### config.mk
export PLATFORM = sky130hd
export DESIGN_NAME = pt_walker
export DESIGN_NICKNAME = d
export VERILOG_FILES = /design/src/rtl/pt_walker_pkg.sv /design/src/rtl/pt_attr_reg.sv /design/src/rtl/pt_type_sel.sv /design/src/rtl/pt_idx_sel.sv /design/src/rtl/pt_walker.sv
export SDC_FILE = /design/constraint.sdc
export NUM_CORES = 1
export LEC_CHECK = 0
export BUFFER_PORTS_ARGS = -buffer_cell sky130_fd_sc_hd__buf_2
export CORE_MARGIN = 4
export CORE_UTILIZATION = 41
export DETAILED_ROUTE_END_ITERATION = 10
export GPL_TIMING_DRIVEN = 0
export PLACE_DENSITY = 0.69
export SLEW_MARGIN = 20
export SYNTH_ARGS = -nofsm -noshare
export SYNTH_HDL_FRONTEND = slang
export SYNTH_SLANG_ARGS = --single-unit
### constraint.sdc
create_clock -name clk_i -period 3 [get_ports clk_i]
set_input_delay 0.15 -clock clk_i [delete_from_list [all_inputs] [get_ports clk_i]]
set_output_delay 0.15 -clock clk_i [all_outputs]
set_load 0.05 [all_outputs]
### src/rtl/pt_walker_pkg.sv
package pt_walker_pkg;
  localparam int PAGE_SH  = 12;
  localparam int LINE_SH  = 6;
  localparam int IDX_W    = 9;
  localparam int LEVELS   = 4;
  localparam int LVL_W    = $clog2(LEVELS);
  localparam int SLOT_W   = IDX_W - (PAGE_SH - LINE_SH);
  localparam int ENTRY_W  = 64;
  localparam int MT_W     = 8;
  localparam int ATTR_N   = 8;
  localparam int ATTR_W   = ATTR_N * MT_W;
  localparam int BIG_SH   = PAGE_SH + IDX_W;

  localparam int PRES_BIT = 0;
  localparam int PWT_BIT  = 3;
  localparam int PCD_BIT  = 4;
  localparam int PS_BIT   = 7;

  localparam logic [LVL_W-1:0] LVL_DIR = LVL_W'(LEVELS - 2);
  localparam logic [LVL_W-1:0] LVL_PT  = LVL_W'(LEVELS - 1);

  localparam logic [MT_W-1:0] MT_UC  = 8'h00;
  localparam logic [MT_W-1:0] MT_WC  = 8'h01;
  localparam logic [MT_W-1:0] MT_WT  = 8'h04;
  localparam logic [MT_W-1:0] MT_WB  = 8'h06;
  localparam logic [MT_W-1:0] MT_UCM = 8'h07;

  localparam logic [ATTR_W-1:0] ATTR_RST =
    {MT_UC, MT_UCM, MT_WT, MT_WB, MT_UC, MT_UCM, MT_WT, MT_WB};

  typedef enum logic [1:0] {ST_IDLE, ST_REQ, ST_WAIT, ST_DONE} walk_st_e;
endpackage

### src/rtl/pt_attr_reg.sv
module pt_attr_reg
  import pt_walker_pkg::*;
(
  input  logic              clk_i,
  input  logic              rst_ni,
  input  logic              we_i,
  input  logic [ATTR_W-1:0] wdata_i,
  input  logic              snap_i,
  output logic [ATTR_W-1:0] snap_o
);
  logic [ATTR_W-1:0] live_q;

  always_ff @(posedge clk_i or negedge rst_ni) begin
    if (!rst_ni) begin
      live_q <= ATTR_RST;
      snap_o <= ATTR_RST;
    end else begin
      if (we_i) live_q <= wdata_i;
      // walk copy takes the value before a same-edge write
      if (snap_i) snap_o <= live_q;
    end
  end
endmodule

### src/rtl/pt_type_sel.sv
module pt_type_sel
  import pt_walker_pkg::*;
(
  input  logic [ATTR_W-1:0] table_i,
  input  logic              root_i,
  input  logic              ctx_i,
  input  logic              pcd_i,
  input  logic              pwt_i,
  output logic [MT_W-1:0]   type_o
);
  localparam int SEL_W = $clog2(ATTR_N);

  logic [MT_W-1:0]  ent_a [ATTR_N];
  logic [SEL_W-1:0] sel;

  for (genvar i = 0; i < ATTR_N; i++) begin : g_ent
    assign ent_a[i] = table_i[i*MT_W +: MT_W];
  end

  assign sel    = (root_i && ctx_i) ? '0 : SEL_W'({pcd_i, pwt_i});
  assign type_o = ent_a[sel];
endmodule

### src/rtl/pt_idx_sel.sv
module pt_idx_sel
  import pt_walker_pkg::*;
#(
  parameter  int FR_W  = 40,
  localparam int VPN_W = LEVELS * IDX_W,
  localparam int LN_W  = FR_W + IDX_W - SLOT_W
) (
  input  logic [VPN_W-1:0]  vpn_i,
  input  logic [LVL_W-1:0]  level_i,
  input  logic [FR_W-1:0]   base_i,
  output logic [LN_W-1:0]   line_o,
  output logic [SLOT_W-1:0] slot_o
);
  logic [IDX_W-1:0] idx_a [LEVELS];
  logic [IDX_W-1:0] idx;

  for (genvar l = 0; l < LEVELS; l++) begin : g_lvl
    assign idx_a[l] = vpn_i[IDX_W*(LEVELS-1-l) +: IDX_W];
  end

  assign idx    = idx_a[level_i];
  assign line_o = {base_i, idx[IDX_W-1:SLOT_W]};
  assign slot_o = idx[SLOT_W-1:0];
endmodule

### src/rtl/pt_walker.sv
module pt_walker
  import pt_walker_pkg::*;
#(
  parameter  int PA_W  = 52,
  localparam int FR_W  = PA_W - PAGE_SH,
  localparam int LN_W  = PA_W - LINE_SH,
  localparam int VPN_W = LEVELS * IDX_W
) (
  input  logic               clk_i,
  input  logic               rst_ni,
  input  logic               req_valid_i,
  output logic               req_ready_o,
  input  logic [VPN_W-1:0]   req_vpn_i,
  input  logic [FR_W-1:0]    root_frame_i,
  input  logic               root_pcd_i,
  input  logic               root_pwt_i,
  input  logic               ctx_en_i,
  input  logic               attr_we_i,
  input  logic [ATTR_W-1:0]  attr_wdata_i,
  output logic               mem_req_valid_o,
  input  logic               mem_req_ready_i,
  output logic [LN_W-1:0]    mem_req_line_o,
  output logic [SLOT_W-1:0]  mem_req_slot_o,
  output logic [MT_W-1:0]    mem_req_type_o,
  output logic [LVL_W-1:0]   mem_req_level_o,
  input  logic               mem_rsp_valid_i,
  input  logic [ENTRY_W-1:0] mem_rsp_data_i,
  output logic               done_o,
  output logic [FR_W-1:0]    done_frame_o,
  output logic               done_big_o,
  output logic [MT_W-1:0]    done_type_o,
  output logic               done_fault_o,
  output logic [LVL_W-1:0]   done_level_o
);
  walk_st_e          st_q;
  logic [LVL_W-1:0]  lvl_q;
  logic [VPN_W-1:0]  vpn_q;
  logic [FR_W-1:0]   base_q;
  logic              pcd_q, pwt_q, ctx_q;
  logic [ATTR_W-1:0] attr_snap;
  logic [MT_W-1:0]   leaf_type;
  logic              accept;
  logic              ent_present, ent_big, ent_last;
  logic              unused_ent;

  assign req_ready_o     = (st_q == ST_IDLE);
  assign accept          = req_valid_i && req_ready_o;
  assign mem_req_valid_o = (st_q == ST_REQ);
  assign mem_req_level_o = lvl_q;
  assign done_o          = (st_q == ST_DONE);

  pt_attr_reg u_attr (
    .clk_i   (clk_i),
    .rst_ni  (rst_ni),
    .we_i    (attr_we_i),
    .wdata_i (attr_wdata_i),
    .snap_i  (accept),
    .snap_o  (attr_snap)
  );

  pt_idx_sel #(.FR_W(FR_W)) u_idx (
    .vpn_i   (vpn_q),
    .level_i (lvl_q),
    .base_i  (base_q),
    .line_o  (mem_req_line_o),
    .slot_o  (mem_req_slot_o)
  );

  pt_type_sel u_rd_type (
    .table_i (attr_snap),
    .root_i  (lvl_q == '0),
    .ctx_i   (ctx_q),
    .pcd_i   (pcd_q),
    .pwt_i   (pwt_q),
    .type_o  (mem_req_type_o)
  );

  pt_type_sel u_leaf_type (
    .table_i (attr_snap),
    .root_i  (1'b0),
    .ctx_i   (1'b0),
    .pcd_i   (mem_rsp_data_i[PCD_BIT]),
    .pwt_i   (mem_rsp_data_i[PWT_BIT]),
    .type_o  (leaf_type)
  );

  assign ent_present = mem_rsp_data_i[PRES_BIT];
  assign ent_big     = mem_rsp_data_i[PS_BIT] && (lvl_q == LVL_DIR);
  assign ent_last    = (lvl_q == LVL_PT);
  assign unused_ent  = ^{mem_rsp_data_i[ENTRY_W-1:PA_W],
                         mem_rsp_data_i[PAGE_SH-1:PS_BIT+1],
                         mem_rsp_data_i[PS_BIT-1:PCD_BIT+1],
                         mem_rsp_data_i[PWT_BIT-1:PRES_BIT+1]};

  always_ff @(posedge clk_i or negedge rst_ni) begin
    if (!rst_ni) begin
      st_q         <= ST_IDLE;
      lvl_q        <= '0;
      vpn_q        <= '0;
      base_q       <= '0;
      pcd_q        <= 1'b0;
      pwt_q        <= 1'b0;
      ctx_q        <= 1'b0;
      done_frame_o <= '0;
      done_big_o   <= 1'b0;
      done_type_o  <= '0;
      done_fault_o <= 1'b0;
      done_level_o <= '0;
    end else begin
      unique case (st_q)
        ST_IDLE: if (accept) begin
          vpn_q  <= req_vpn_i;
          base_q <= root_frame_i;
          pcd_q  <= root_pcd_i;
          pwt_q  <= root_pwt_i;
          ctx_q  <= ctx_en_i;
          lvl_q  <= '0;
          st_q   <= ST_REQ;
        end
        ST_REQ: if (mem_req_ready_i) st_q <= ST_WAIT;
        ST_WAIT: if (mem_rsp_valid_i) begin
          if (!ent_present) begin
            done_fault_o <= 1'b1;
            done_big_o   <= 1'b0;
            done_frame_o <= '0;
            done_type_o  <= '0;
            done_level_o <= lvl_q;
            st_q         <= ST_DONE;
          end else if (ent_big) begin
            done_fault_o <= 1'b0;
            done_big_o   <= 1'b1;
            done_frame_o <= {mem_rsp_data_i[PA_W-1:BIG_SH], vpn_q[IDX_W-1:0]};
            done_type_o  <= leaf_type;
            done_level_o <= lvl_q;
            st_q         <= ST_DONE;
          end else if (ent_last) begin
            done_fault_o <= 1'b0;
            done_big_o   <= 1'b0;
            done_frame_o <= mem_rsp_data_i[PA_W-1:PAGE_SH];
            done_type_o  <= leaf_type;
            done_level_o <= lvl_q;
            st_q         <= ST_DONE;
          end else begin
            base_q <= mem_rsp_data_i[PA_W-1:PAGE_SH];
            pcd_q  <= mem_rsp_data_i[PCD_BIT];
            pwt_q  <= mem_rsp_data_i[PWT_BIT];
            lvl_q  <= lvl_q + LVL_W'(1);
            st_q   <= ST_REQ;
          end
        end
        ST_DONE: st_q <= ST_IDLE;
        default: st_q <= ST_IDLE;
      endcase
    end
  end
endmodule

==> impl_metrics.yaml <==
clock_network:
  cts_tree: "done"
  root_buffer: "clkbuf_16"
  clk_pin_slew_worst_paths_ns: 0.07
  cts_buffers: 17
  cts.sinks: 199
  clock_latency_ns: 0.43
  h-tree-depth: 4
  clockBufferDepth: 2
worst_setup_path:
  crit_required_ns: 2.85
  start_kind: "flip-flop"
  path_cells: "clkbuf_4 > inv_1 > ha_1 > a21boi_4 > clkbuf_4 > a211oi_1 > a21oi_1 > buf_4"
  path_class: "flip-flop to output pin"
  crit_path_max_incr_delay_ns: 0.40
  arrival_ns: 2.68
  path_common_cell: "clkbuf_4"
  crit_path_end_kind: "output pin"
  cp_max_fo: 10
  crit_slowest_cell: "dfrtp_1"
synthesis:
  synth_top_cell_by_area: "dfrtp_1"
  synth_edf_count: 0
  synth_compound_area_share_pct: 12.01
  synth_cell_types: 32
  yosysTopAreaCellShare_pct: 52.82
  async_reset_ff_share_pct: 100.0
  synth_area_per_cell_um2: 11.84
  synth_adder_area_share_pct: 0.4237
  postSynthCellCount: 748
  synthFlopType: "dfrtp_1"
  muxShareOfSynthArea_pct: 19.42
  synth.area.top_cells: "dfrtp_1 53%, mux2_2 13%, nand2_1 6.9%"
  ys_seq_area_share_pct: 56.38
  synth_top_family_by_area: "multiplexers"
  yosys.area_share.simple_pct: 8.093
  synthXorXnorAreaFrac_pct: 0
  yosysWarnings: 0
  syn-num-nets: 964
  synth.most_common_cell: "dfrtp_1"
  ys_ff_latch: 199
  netlist_area_um2: 8858
  synth.top_cells.by_count: "187 x dfrtp_1, 164 x nand2_1, 101 x mux2_2, 50 x a21oi_1, 42 x a41oi_1"
sta:
  hold_viol: 0
  finalMaxSlewViolations: 0
  period_needed_ns: 2.826
  setup_slack_ns: 0.1741
  finClkSkew_ns: 0.008426
  rsz0062_at_grt: "false"
  fin_crit_sh_pct: 94.20
  finalSetupViolCount: 0
  worst_pin_slew_ns: 0.8659
  hold_slack_ns: 0.01731
  max_freq_mhz: 353.9
  relSlewSlack_pct: 42.27
die:
  start_util_pct: 41.88
  rows: 53
  die_height_um: 155.0
  fp.dieArea_um2: 24020
  design.core.area_um2: 21150
  ios: 327
  die_w_um: 155.0
route:
  first_iter_violations: 632
  final_antenna_net_count: 0
  wl_per_cell_um: 20.00
  routed_via_density: 5.359
  detail_route.first_pass.iterations: 6
  via_count: 7760
  wirelength_um: 28950
  drc: 0
grt:
  grt_pass1_vias: 8110
  antenna_found_initial: 2
  grt_pass1_wl_um: 44770
  grt_max_degree: 75
  grtUsageTotal_pct: 23.89
  grt_overflow_total: 0
min_path:
  hp-class: "input port to flip-flop"
power:
  ir_worst_vdd_uv: 884.0
  finalPower_w: 0.01453
  p_per_area_nw_per_um2: 1170
  p_leak_nw: 5.717
placed_design:
  place_ws_ns: -0.2587
  gp_congestion: 0.9134
  placed_cells: 1295
  port_buffers: 270
  hpwl_um: 20430
final_layout:
  final_util_pct: 58.75
  layoutNonFillerInstCount: 1448
  nets: 1374
  syn_to_final_growth_pct: 40.30
  drive_above_1_share_pct: 40.99
status:
  status: "finished, final reports clean"
run:
  max-cap-violations: 0
critical path, delay by kind of cell (launching register included):
kind / cells / cell delay (ns)
adder cells (fa/ha/maj): 1 / 0.29
AO/OA/AOI/OAI: 3 / 0.64
flip-flops: 1 / 0.40
buffers and inverters: 4 / 0.92
registers in the layout, summed over array words and instances, names as in the netlist, 2 cells and up:
register,count
u_attr.snap_o,32
done_frame_o,40
st_q,2
done_level_o,2
mem_req_level_o,2
base_q,40
done_type_o,8
u_attr.live_q,32
vpn_q,36
cell families after synthesis:
family / Yosys count
DFF: 199
and+or+nand+nor: 181
AOI/OAI and AO/OA: 158
muxes: 138
buffers and inverters: 69
adders and majority gates: 3
layer usage:
layer	up-vias	track usage [%]	wire length, µm
li1	3497	-	-
met1	3818	29.99	11660
met2	371	39.99	14380
met3	74	4.395	1832
met4	0	11.48	1083
met5	-	0	0
repair_timing:
action                                  in CTS  in global routing
hold buffers                               116                  0
pin swaps                                    0                  1
endpoints found under the setup margin       8                  8
resized for setup                            7                  6
hold endpoints to repair                   176                  0
buffers inserted                             0                  3
per-stage QoR:
stage	setup TNS (ns)	cell area, µm²
CTS	0	12390
global route	0	12430
detailed placement	-0.9321	10620
floorplan	-0.0007514	8859
global placement	-306.57	10550
finish	0	12430
layout make-up:
| cell class | instances | area (µm²) |
|---|---|---|
| Antenna cell | 2 | 5.005 |
| Buffer | 65 | 324.1 |
| Clock buffer | 17 | 425.4 |
| Clock inverter | 15 | 157.7 |
| Fill cell | 1741 | 8726 |
| Inverter | 4 | 15.01 |
| Multi-Input combinational cell | 480 | 3557 |
| Sequential cell | 199 | 4995 |
| Tap cell | 275 | 344.1 |
| Timing Repair Buffer | 391 | 2605 |
final timing paths:
check                                   startpoint                 to  slack (ns)  depth (start not counted)
max in group asynchronous                   rst_ni   u_attr.live_q[2]        1.96                          3
worst max-delay path            mem_req_level_o[1]  mem_req_type_o[3]        0.17                          8
worst max register to register  mem_req_level_o[0]          base_q[4]        0.40                          9
min in group asynchronous                   rst_ni   done_frame_o[33]        0.24                          2
worst min register to register     done_frame_o[3]    done_frame_o[3]        0.48                          2
worst min-delay path            mem_rsp_data_i[20]          base_q[8]        0.02                          3
power breakdown:
part           switching, W  internal, W
logic               0.00525      0.00240
registers          0.000740      0.00385
clock network       0.00111      0.00118
total               0.00711      0.00743
cells in the final DEF (no fill, tap or decap), drive strengths merged, types with 8 or more instances in the layout:
master | Yosys | final
a211oi | 8 | 8
buf | 39 | 313
mux2i | 20 | 20
dfstp | 12 | 12
mux4 | 17 | 17
a21oi | 50 | 50
inv | 4 | 12
o21ai | 35 | 35
a41oi | 42 | 42
clkbuf | 26 | 44
mux2 | 101 | 101
dfrtp | 187 | 187
nor2b | 10 | 10
o31ai | 10 | 10
a22o | 8 | 8
nand2 | 164 | 164
dlygate4sd3 | 0 | 116
No activity file was read; power rests on OpenSTA's default activity.
